### src/rtl/lg_pkg.sv
package lg_pkg;

  // Control sequence of one gather
  typedef enum logic [1:0] {
    GS_IDLE = 2'd0,   // waiting for a request
    GS_RUN  = 2'd1,   // one line read per cycle
    GS_FILL = 2'd2,   // last line arriving
    GS_DONE = 2'd3    // result offered
  } gstate_e;

endpackage

### src/rtl/lg_addr_gen.sv
module lg_addr_gen #(
  parameter int LANES  = 4,
  parameter int ADDR_W = 32,
  parameter int BYTE_W = 2,
  parameter int WSEL_W = 4,
  parameter int TAG_W  = 26
) (
  input  logic [ADDR_W-1:0]             base,
  input  logic [LANES*ADDR_W-1:0]       offs,
  output logic [LANES-1:0][TAG_W-1:0]   tags,
  output logic [LANES-1:0][WSEL_W-1:0]  wsels
);

  logic [LANES-1:0][ADDR_W-1:0] eff;
  logic [LANES-1:0]             unused_low;

  for (genvar l = 0; l < LANES; l++) begin : g_lane
    assign eff[l]        = base + offs[l*ADDR_W +: ADDR_W];
    assign tags[l]       = eff[l][ADDR_W-1 -: TAG_W];
    assign wsels[l]      = eff[l][BYTE_W +: WSEL_W];
    assign unused_low[l] = ^eff[l][BYTE_W-1:0];
  end

endmodule

### src/rtl/lg_lane_pick.sv
module lg_lane_pick #(
  parameter int LANES = 4,
  parameter int TAG_W = 26
) (
  input  logic [LANES-1:0]            pending,
  input  logic [LANES-1:0][TAG_W-1:0] tags,
  output logic [TAG_W-1:0]            sel_tag,
  output logic [LANES-1:0]            hit_mask,
  output logic                        any
);

  // Lowest-numbered waiting lane decides the line
  always_comb begin
    sel_tag = '0;
    any     = 1'b0;
    for (int l = 0; l < LANES; l++) begin
      if (pending[l] && !any) begin
        any     = 1'b1;
        sel_tag = tags[l];
      end
    end
  end

  // Upper-bit compare against the chosen line
  for (genvar l = 0; l < LANES; l++) begin : g_cmp
    assign hit_mask[l] = pending[l] && (tags[l] == sel_tag);
  end

endmodule

### src/rtl/lg_word_sel.sv
module lg_word_sel #(
  parameter int LANES      = 4,
  parameter int WORD_W     = 32,
  parameter int LINE_WORDS = 16,
  parameter int WSEL_W     = 4
) (
  input  logic                                 clk,
  input  logic                                 rst_n,
  input  logic                                 clear,
  input  logic [LANES-1:0]                     cap_mask,
  input  logic [LANES-1:0][WSEL_W-1:0]         wsels,
  input  logic [LINE_WORDS*WORD_W-1:0]         line_data,
  output logic [LANES*WORD_W-1:0]              result
);

  logic [LINE_WORDS-1:0][WORD_W-1:0] line_words;
  logic [LANES-1:0][WORD_W-1:0]      res_q;

  assign line_words = line_data;
  assign result     = res_q;

  for (genvar l = 0; l < LANES; l++) begin : g_slot
    always_ff @(posedge clk or negedge rst_n) begin
      if (!rst_n) begin
        res_q[l] <= '0;
      end else if (clear) begin
        res_q[l] <= '0;
      end else if (cap_mask[l]) begin
        res_q[l] <= line_words[wsels[l]];
      end
    end
  end

endmodule

### src/rtl/vec_line_gather.sv
module vec_line_gather #(
  parameter int LANES      = 4,
  parameter int ADDR_W     = 32,
  parameter int WORD_W     = 32,
  parameter int LINE_WORDS = 16
) (
  input  logic                                   clk,
  input  logic                                   rst_n,
  input  logic                                   req_valid,
  output logic                                   req_ready,
  input  logic [ADDR_W-1:0]                      req_base,
  input  logic [LANES*ADDR_W-1:0]                req_offs,
  input  logic [LANES-1:0]                       req_mask,
  output logic                                   rd_en,
  output logic [ADDR_W-$clog2(WORD_W/8)-$clog2(LINE_WORDS)-1:0] rd_line_addr,
  input  logic [LINE_WORDS*WORD_W-1:0]           rd_data,
  output logic                                   res_valid,
  input  logic                                   res_ready,
  output logic [LANES*WORD_W-1:0]                res_data
);
  import lg_pkg::*;

  localparam int BYTE_W = $clog2(WORD_W/8);
  localparam int WSEL_W = $clog2(LINE_WORDS);
  localparam int TAG_W  = ADDR_W - BYTE_W - WSEL_W;

  gstate_e                       state_q;
  logic [LANES-1:0]              pending_q;
  logic [LANES-1:0]              cap_q;
  logic [LANES-1:0][TAG_W-1:0]   tag_q;
  logic [LANES-1:0][WSEL_W-1:0]  wsel_q;

  logic [LANES-1:0][TAG_W-1:0]   tag_d;
  logic [LANES-1:0][WSEL_W-1:0]  wsel_d;
  logic [TAG_W-1:0]              sel_tag;
  logic [LANES-1:0]              hit_mask;
  logic                          any_pend;
  logic [LANES-1:0]              left_after;
  logic                          accept;

  lg_addr_gen #(
    .LANES (LANES), .ADDR_W(ADDR_W), .BYTE_W(BYTE_W),
    .WSEL_W(WSEL_W), .TAG_W (TAG_W)
  ) u_addr (
    .base (req_base),
    .offs (req_offs),
    .tags (tag_d),
    .wsels(wsel_d)
  );

  lg_lane_pick #(.LANES(LANES), .TAG_W(TAG_W)) u_pick (
    .pending (pending_q),
    .tags    (tag_q),
    .sel_tag (sel_tag),
    .hit_mask(hit_mask),
    .any     (any_pend)
  );

  lg_word_sel #(
    .LANES(LANES), .WORD_W(WORD_W), .LINE_WORDS(LINE_WORDS), .WSEL_W(WSEL_W)
  ) u_words (
    .clk      (clk),
    .rst_n    (rst_n),
    .clear    (accept),
    .cap_mask (cap_q),
    .wsels    (wsel_q),
    .line_data(rd_data),
    .result   (res_data)
  );

  assign req_ready    = (state_q == GS_IDLE);
  assign accept       = req_valid && req_ready;
  assign rd_en        = (state_q == GS_RUN) && any_pend;
  assign rd_line_addr = rd_en ? sel_tag : '0;
  assign res_valid    = (state_q == GS_DONE);
  assign left_after   = pending_q & ~hit_mask;

  always_ff @(posedge clk or negedge rst_n) begin
    if (!rst_n) begin
      state_q   <= GS_IDLE;
      pending_q <= '0;
      cap_q     <= '0;
      tag_q     <= '0;
      wsel_q    <= '0;
    end else begin
      unique case (state_q)
        GS_IDLE: begin
          cap_q <= '0;
          if (accept) begin
            tag_q     <= tag_d;
            wsel_q    <= wsel_d;
            pending_q <= req_mask;
            state_q   <= (req_mask == '0) ? GS_DONE : GS_RUN;
          end
        end
        GS_RUN: begin
          pending_q <= left_after;
          cap_q     <= hit_mask;
          if (left_after == '0) state_q <= GS_FILL;
        end
        GS_FILL: begin
          cap_q   <= '0;
          state_q <= GS_DONE;
        end
        GS_DONE: begin
          cap_q <= '0;
          if (res_ready) state_q <= GS_IDLE;
        end
        default: state_q <= GS_IDLE;
      endcase
    end
  end

endmodule

### config.mk
export PLATFORM = sky130hd
export DESIGN_NAME = vec_line_gather
export DESIGN_NICKNAME = d
export VERILOG_FILES = /design/src/rtl/lg_pkg.sv /design/src/rtl/lg_addr_gen.sv /design/src/rtl/lg_lane_pick.sv /design/src/rtl/lg_word_sel.sv /design/src/rtl/vec_line_gather.sv
export SDC_FILE = /design/constraint.sdc
export NUM_CORES = 2
export LEC_CHECK = 0
export BUFFER_PORTS_ARGS = -buffer_cell sky130_fd_sc_hd__clkbuf_2
export CAP_MARGIN = 20
export CORE_AREA = 4 4 326 328
export CTS_BUF_LIST = sky130_fd_sc_hd__clkbuf_2 sky130_fd_sc_hd__clkbuf_4 sky130_fd_sc_hd__clkbuf_8
export CTS_CLUSTER_DIAMETER = 40
export CTS_CLUSTER_SIZE = 12
export DETAILED_ROUTE_END_ITERATION = 8
export DIE_AREA = 0 0 330 332
export PLACE_DENSITY_LB_ADDON = 0.2
export SYNTH_ARGS = -nofsm -noshare
export SYNTH_HDL_FRONTEND = slang
export SYNTH_SLANG_ARGS = --single-unit
### constraint.sdc
create_clock -name clk -period 4 [get_ports clk]
set_input_delay 0.8 -clock clk [delete_from_list [all_inputs] [get_ports clk]]
set_output_delay 0.8 -clock clk [all_outputs]
set_load 0.02 [all_outputs]
* Word-level counts from Yosys, hierarchy flattened
Index checks and enable logic that the tools add are counted.
Word-level totals: register bits after elaboration 258, output and inout bits 157, memories kept 0, word-level logic and storage cells 92, ROM bits 0, RAM bits 0, latch bits 0, bits of input ports 680
Cells by class: equality and inequality tests 10, shifts and indexed selects 0, multiply operators 0, divide/modulo/power cells 0, bitwise logic cells 2, magnitude comparators 4, add/sub/neg operators 4, muxes and demuxes 33, reduce and logical (&&, ||, !) cells 24
Operators by type and width (count):
- $bmux W32 S4 | 4
- $mux W32 | 12
- $mux W26 | 5
- $add A32 B32 Y32 | 4
- $eq A26 B26 Y1 | 4
- $lt A4 B5 Y1 const B | 4
- $pmux W4 S2 | 2
- $reduce_bool A2 Y1 | 5
- $logic_and A1 B1 Y1 | 9
- $logic_not A4 Y1 | 2
- $mux W2 | 4
- $pmux W2 S4 | 1
- $ne A2 B1 Y1 const B | 3
- $and A4 B4 Y4 | 1
- $eq A2 B2 Y1 const B | 2
- $mux W1 | 4
- $mux W4 | 1
- $not A4 Y4 | 1
- $reduce_and A2 Y1 | 2
- $logic_not A1 Y1 | 3
- $reduce_and A3 Y1 | 1
- $reduce_or A3 Y1 | 1
- $eq A2 B1 Y1 const B | 1
- $logic_not A2 Y1 | 1

* Longest topological paths before layout
depth after elaboration 17, mapped depth 13, depth with buffers taken out 11

* Cells and area by module
Synthesis repeated with hierarchy kept, for this count alone.
Second synthesis, totals: cell total of the unflattened synthesis 4021, area total of the unflattened synthesis 34145.2 µm²
By module, submodules not included:
- lg_word_sel | sequential area each 3203.1 µm², times used 1, cells each 2690, area each 21699.6 µm²
- vec_line_gather | sequential area each 3253.1 µm², times used 1, cells each 341, area each 5436.5 µm²
- lg_addr_gen | sequential area each 0.0 µm², times used 1, cells each 630, area each 4749.6 µm²
- lg_lane_pick | sequential area each 0.0 µm², times used 1, cells each 360, area each 2259.7 µm²

* Least setup slack after synthesis
OpenSTA, ideal clock, no wires.
kind input -> register, start input port req_base[4], end register tag_q[25] in the netlist's numbering, cell stages on the path 10, library setup time 82 ps, arrival time 3246 ps, path buffers 0, required time 3918 ps, slack 672 ps, path through ha_1 > a21o_1 > a2111oi_0 > o21a_1 > o21ai_1 > a221o_1 > a311oi_1 > nor4b_1 > or3_1 > a31oi_1
On the way: cells in the longest elaborated chain, start to end 1
RTL lines:
- start, declared | line vec_line_gather.sv:11 | input logic [ADDR_W-1:0] req_base,
- $add A32 B32 Y32 | line lg_addr_gen.sv:18 | assign eff[l] = base + offs[l*ADDR_W +: ADDR_W];
- end signal, assigned | line vec_line_gather.sv:90 | tag_q <= tag_d;
- end, declared | line vec_line_gather.sv:30 | logic [LANES-1:0][TAG_W-1:0] tag_q;
No other way between the ends. A chain may end at the register's enable or synchronous reset.

* Worst setup path in the final report
start register pending_q[2], end output port rd_line_addr[22]
On the way: cells in the longest elaborated chain, start to end 7, elaborated cells on any way between the ends 9, classes of those cells mux: 5; reduce/logical: 4
RTL lines:
- start, declared | line vec_line_gather.sv:28 | logic [LANES-1:0] pending_q;
- start signal, assigned | line vec_line_gather.sv:92 | pending_q <= req_mask;
- start signal, assigned | line vec_line_gather.sv:97 | pending_q <= left_after;
- $logic_and A1 B1 Y1 * | line lg_lane_pick.sv:17 | if (pending[l] && !any) begin
- $mux W1 | line lg_lane_pick.sv:17
- $logic_not A1 Y1 | line lg_lane_pick.sv:17
- $logic_and A1 B1 Y1 | line lg_lane_pick.sv:17
- $mux W1 | line lg_lane_pick.sv:17
- $logic_and A1 B1 Y1 | line vec_line_gather.sv:73 | assign rd_en = (state_q == GS_RUN) && any_pend;
- $mux W26 * | line vec_line_gather.sv:74 | assign rd_line_addr = rd_en ? sel_tag : '0;
- end, declared | line vec_line_gather.sv:15 | output logic [ADDR_W-$clog2(WORD_W/8)-$clog2(LINE_WORDS)-1:0] rd_line_addr,
Mark *: on every way between the ends. The rest lies on a longest branch, timed or not.

==> impl_metrics.ini <==
[finish]
drive_gt1_frac = 0.5099
layout_commonest_cell = clkbuf_2
final_nets = 4342
register_area_um2 = 6511
final_cell_mix = clkbuf_2, mux4_2, dfrtp_1
area_growth_pct = 26.35
fill_cells = 10070
fin_util = 0.3922
multi_input_area_um2 = 24570
final_cells = 5032

[critical_path]
end_kind = primary output
timing.rr.end = state_q[1]
critical-path-top-delay-family = simple AND/OR/NAND/NOR gates
crit_buf_inv = 2
slowest_delay_ns = 0.59
r2r_cells = 12
worstSetupPathDepth = 5
cp_max_fo = 12
critPathArrivalTime_ns = 2.84
cp-startpoint = pending_q[2]
worstPathCellList = nor4b_4, buf_4, nand2_1, a21oi_1, clkbuf_2
start_kind = flip-flop
timing.rr.start = pending_q[2]
required_ns = 3.20
rrSetupSlack_ns = 0.45
worstSetupEndpoint = rd_line_addr[22]
crit_type = flip-flop to primary output
cp_slowest_cell = nor4b_4

[timing]
max_freq_ghz = 0.2745
whs_ns = 0.1537
fin_crit_ns = 3.643
rsz0062_at_grt = no
setup_viol = 0
setup_tns_ns = 0
min_period_over_period = 0.9106
skew_ns = 0.04794
drv_slew = 0
finalHoldViolations = 0
max_slew_margin = 0.1714
worst_pin_slew_ns = 1.243
setup_slack_ns = 0.3574

[global_route]
grt.busiest_layer = met2
grt_max_degree = 92
grt_pass1_wl_um = 221800
grtUsageMet3 = 0.09400
antenna_found_initial = 74
use_met1 = 0.3323
grt.met2_usage = 0.4405
grt_use_total = 0.2805
grt_pass1_vias = 29980
overflow = 0

[cts]
clk_latency_ns = 0.69
clockBufferDepth = 3
path_clk_slew_ns = 0.05
cts_resized = 0
ctsHtreeMaxLevel = 3
cts_root_buffer = clkbuf_8
ctsHoldBuffers = 0
cts_tree = done
cts.sinks = 258
cts_setup_buffers = 0
cts_buffers = 67

[outcome]
status = finished, final reports clean

[placement]
dp_hpwl_um = 125600
placed_cells_incl_taps = 4849
numPortBuffers = 836
gp_congestion = 0.9833
dpl_worst_slack_ns = 0.06442

[min_path]
min_path_type = input port to asynchronous set/reset pin

[yosys]
synthesis.nets = 3481
synth_seq_cells = 258
synth_edf_count = 0
synth_cells = 2677
yosys_warnings = 0
synth_cell_types = 74
syn_area_per_cell_um2 = 11.97
ys_async_sr_fraction = 1.000
synth_area_um2 = 32030
synthFlopType = dfrtp_1
ys_seq_area_frac = 0.2015

[die]
fp.dieW_um = 330
die_area_um2 = 109600
start_util = 0.3104
core-area_um2 = 103200
placementRows = 118
die_height_um = 332
ioPinCount = 837

[power_and_ir_drop]
netSwitchingPower_mw = 11.84
p_sw_frac = 0.4509
vdd_drop_max_v = 0.0004587
p_comb_frac = 0.641
power.density_nw_per_um2 = 648.5
internal_power_mw = 14.41
p_clk_frac = 0.143
pwr-share-seq = 0.216
p_leak_nw = 16.77

[detailed_routing]
finalWirelength_um = 158200
wl_per_cell_um = 31.45
ant_nets = 0
viasPerCell = 6.007
drt_first_iter_violations = 3063
dr_total_vias = 30230
drtPass1Iterations = 5
drc_errors = 0

[run]
maxCapViolCount = 0
cell type report:
| type | instances | area share |
|---|---|---|
| multi-input cells | 2151 | 0.6072 |
| clock inverters | 35 | 0.009212 |
| repair buffers | 1025 | 0.1458 |
| inverters | 35 | 0.003246 |
| flip-flops and latches | 258 | 0.1609 |
| diodes | 67 | 0.004142 |
| well taps | 1380 | 0.04266 |
| clock buffers | 81 | 0.02693 |
power by group through the flow:
stage,Sequential [mW],Clock [mW],Combinational (mW)
final,5.68,3.75,16.8
after global routing,5.78,3.99,17.8
after CTS,5.68,3.87,16.8
after detailed placement,5.71,0,16.7
after global placement,5.70,0,16.7
after floorplan,4.08,0,12.1
flip-flops by register name (all words and copies together), names as in the netlist:
signal          count
cap_q               4
wsel_q             16
tag_q             104
state_q             2
u_words.result    128
pending_q           4
cell usage after synthesis, types with 13 or more instances:
| cell type | count | area, µm² |
|---|---|---|
| inv_1 | 34 | 127.6 |
| a21oi_1 | 110 | 550.5 |
| dfrtp_1 | 258 | 6456 |
| nand3_1 | 40 | 200.2 |
| nand2_1 | 216 | 810.8 |
| o21ai_0 | 127 | 635.6 |
| mux4_2 | 640 | 14410 |
| buf_1 | 80 | 300.3 |
| xnor2_1 | 82 | 718.2 |
| a31oi_1 | 16 | 100.1 |
| ha_1 | 124 | 1551 |
| a21o_1 | 46 | 345.3 |
| clkbuf_1 | 144 | 540.5 |
| o31ai_1 | 25 | 187.7 |
| nand2b_1 | 13 | 81.33 |
| and2_1 | 31 | 193.9 |
| nand3b_1 | 28 | 210.2 |
| nor2b_1 | 31 | 193.9 |
| mux2i_1 | 129 | 1291 |
| and3_1 | 21 | 131.4 |
| xor2_1 | 68 | 595.6 |
| nor2_1 | 195 | 732.0 |
| nor3_1 | 24 | 120.1 |
kinds of logic after synthesis:
kind of cell | synth area share
compound gates | 0.08706
xor+xnor | 0.04101
fa+ha+maj | 0.04843
buf+inv | 0.03183
flops | 0.2015
mux | 0.4910
simple gates | 0.09913
how the worst min path moves through the flow:
stage	from	end	cells after the start
after global routing	rst_n	u_words.result[86]	1
final	rst_n	u_words.result[120]	1
after detailed placement	tag_q[15]	tag_q[15]	2
after global placement	tag_q[15]	tag_q[15]	2
after floorplan	tag_q[11]	tag_q[11]	2
after CTS	rst_n	u_words.result[123]	1
metal layers:
metal	routed length, µm	up-vias
li1	-	12710
met1	56470	15340
met2	74700	1781
met3	17300	377
met4	9632	18
met5	137	-
through the flow:
stage               area (µm²)  power [mW]
floorplan                32030       16.20
global placement         38840       22.41
detailed placement       38840       22.39
CTS                      40310       26.32
global route             40450       27.59
finish                   40480       26.25
No activity file was read; power rests on OpenSTA's default activity.
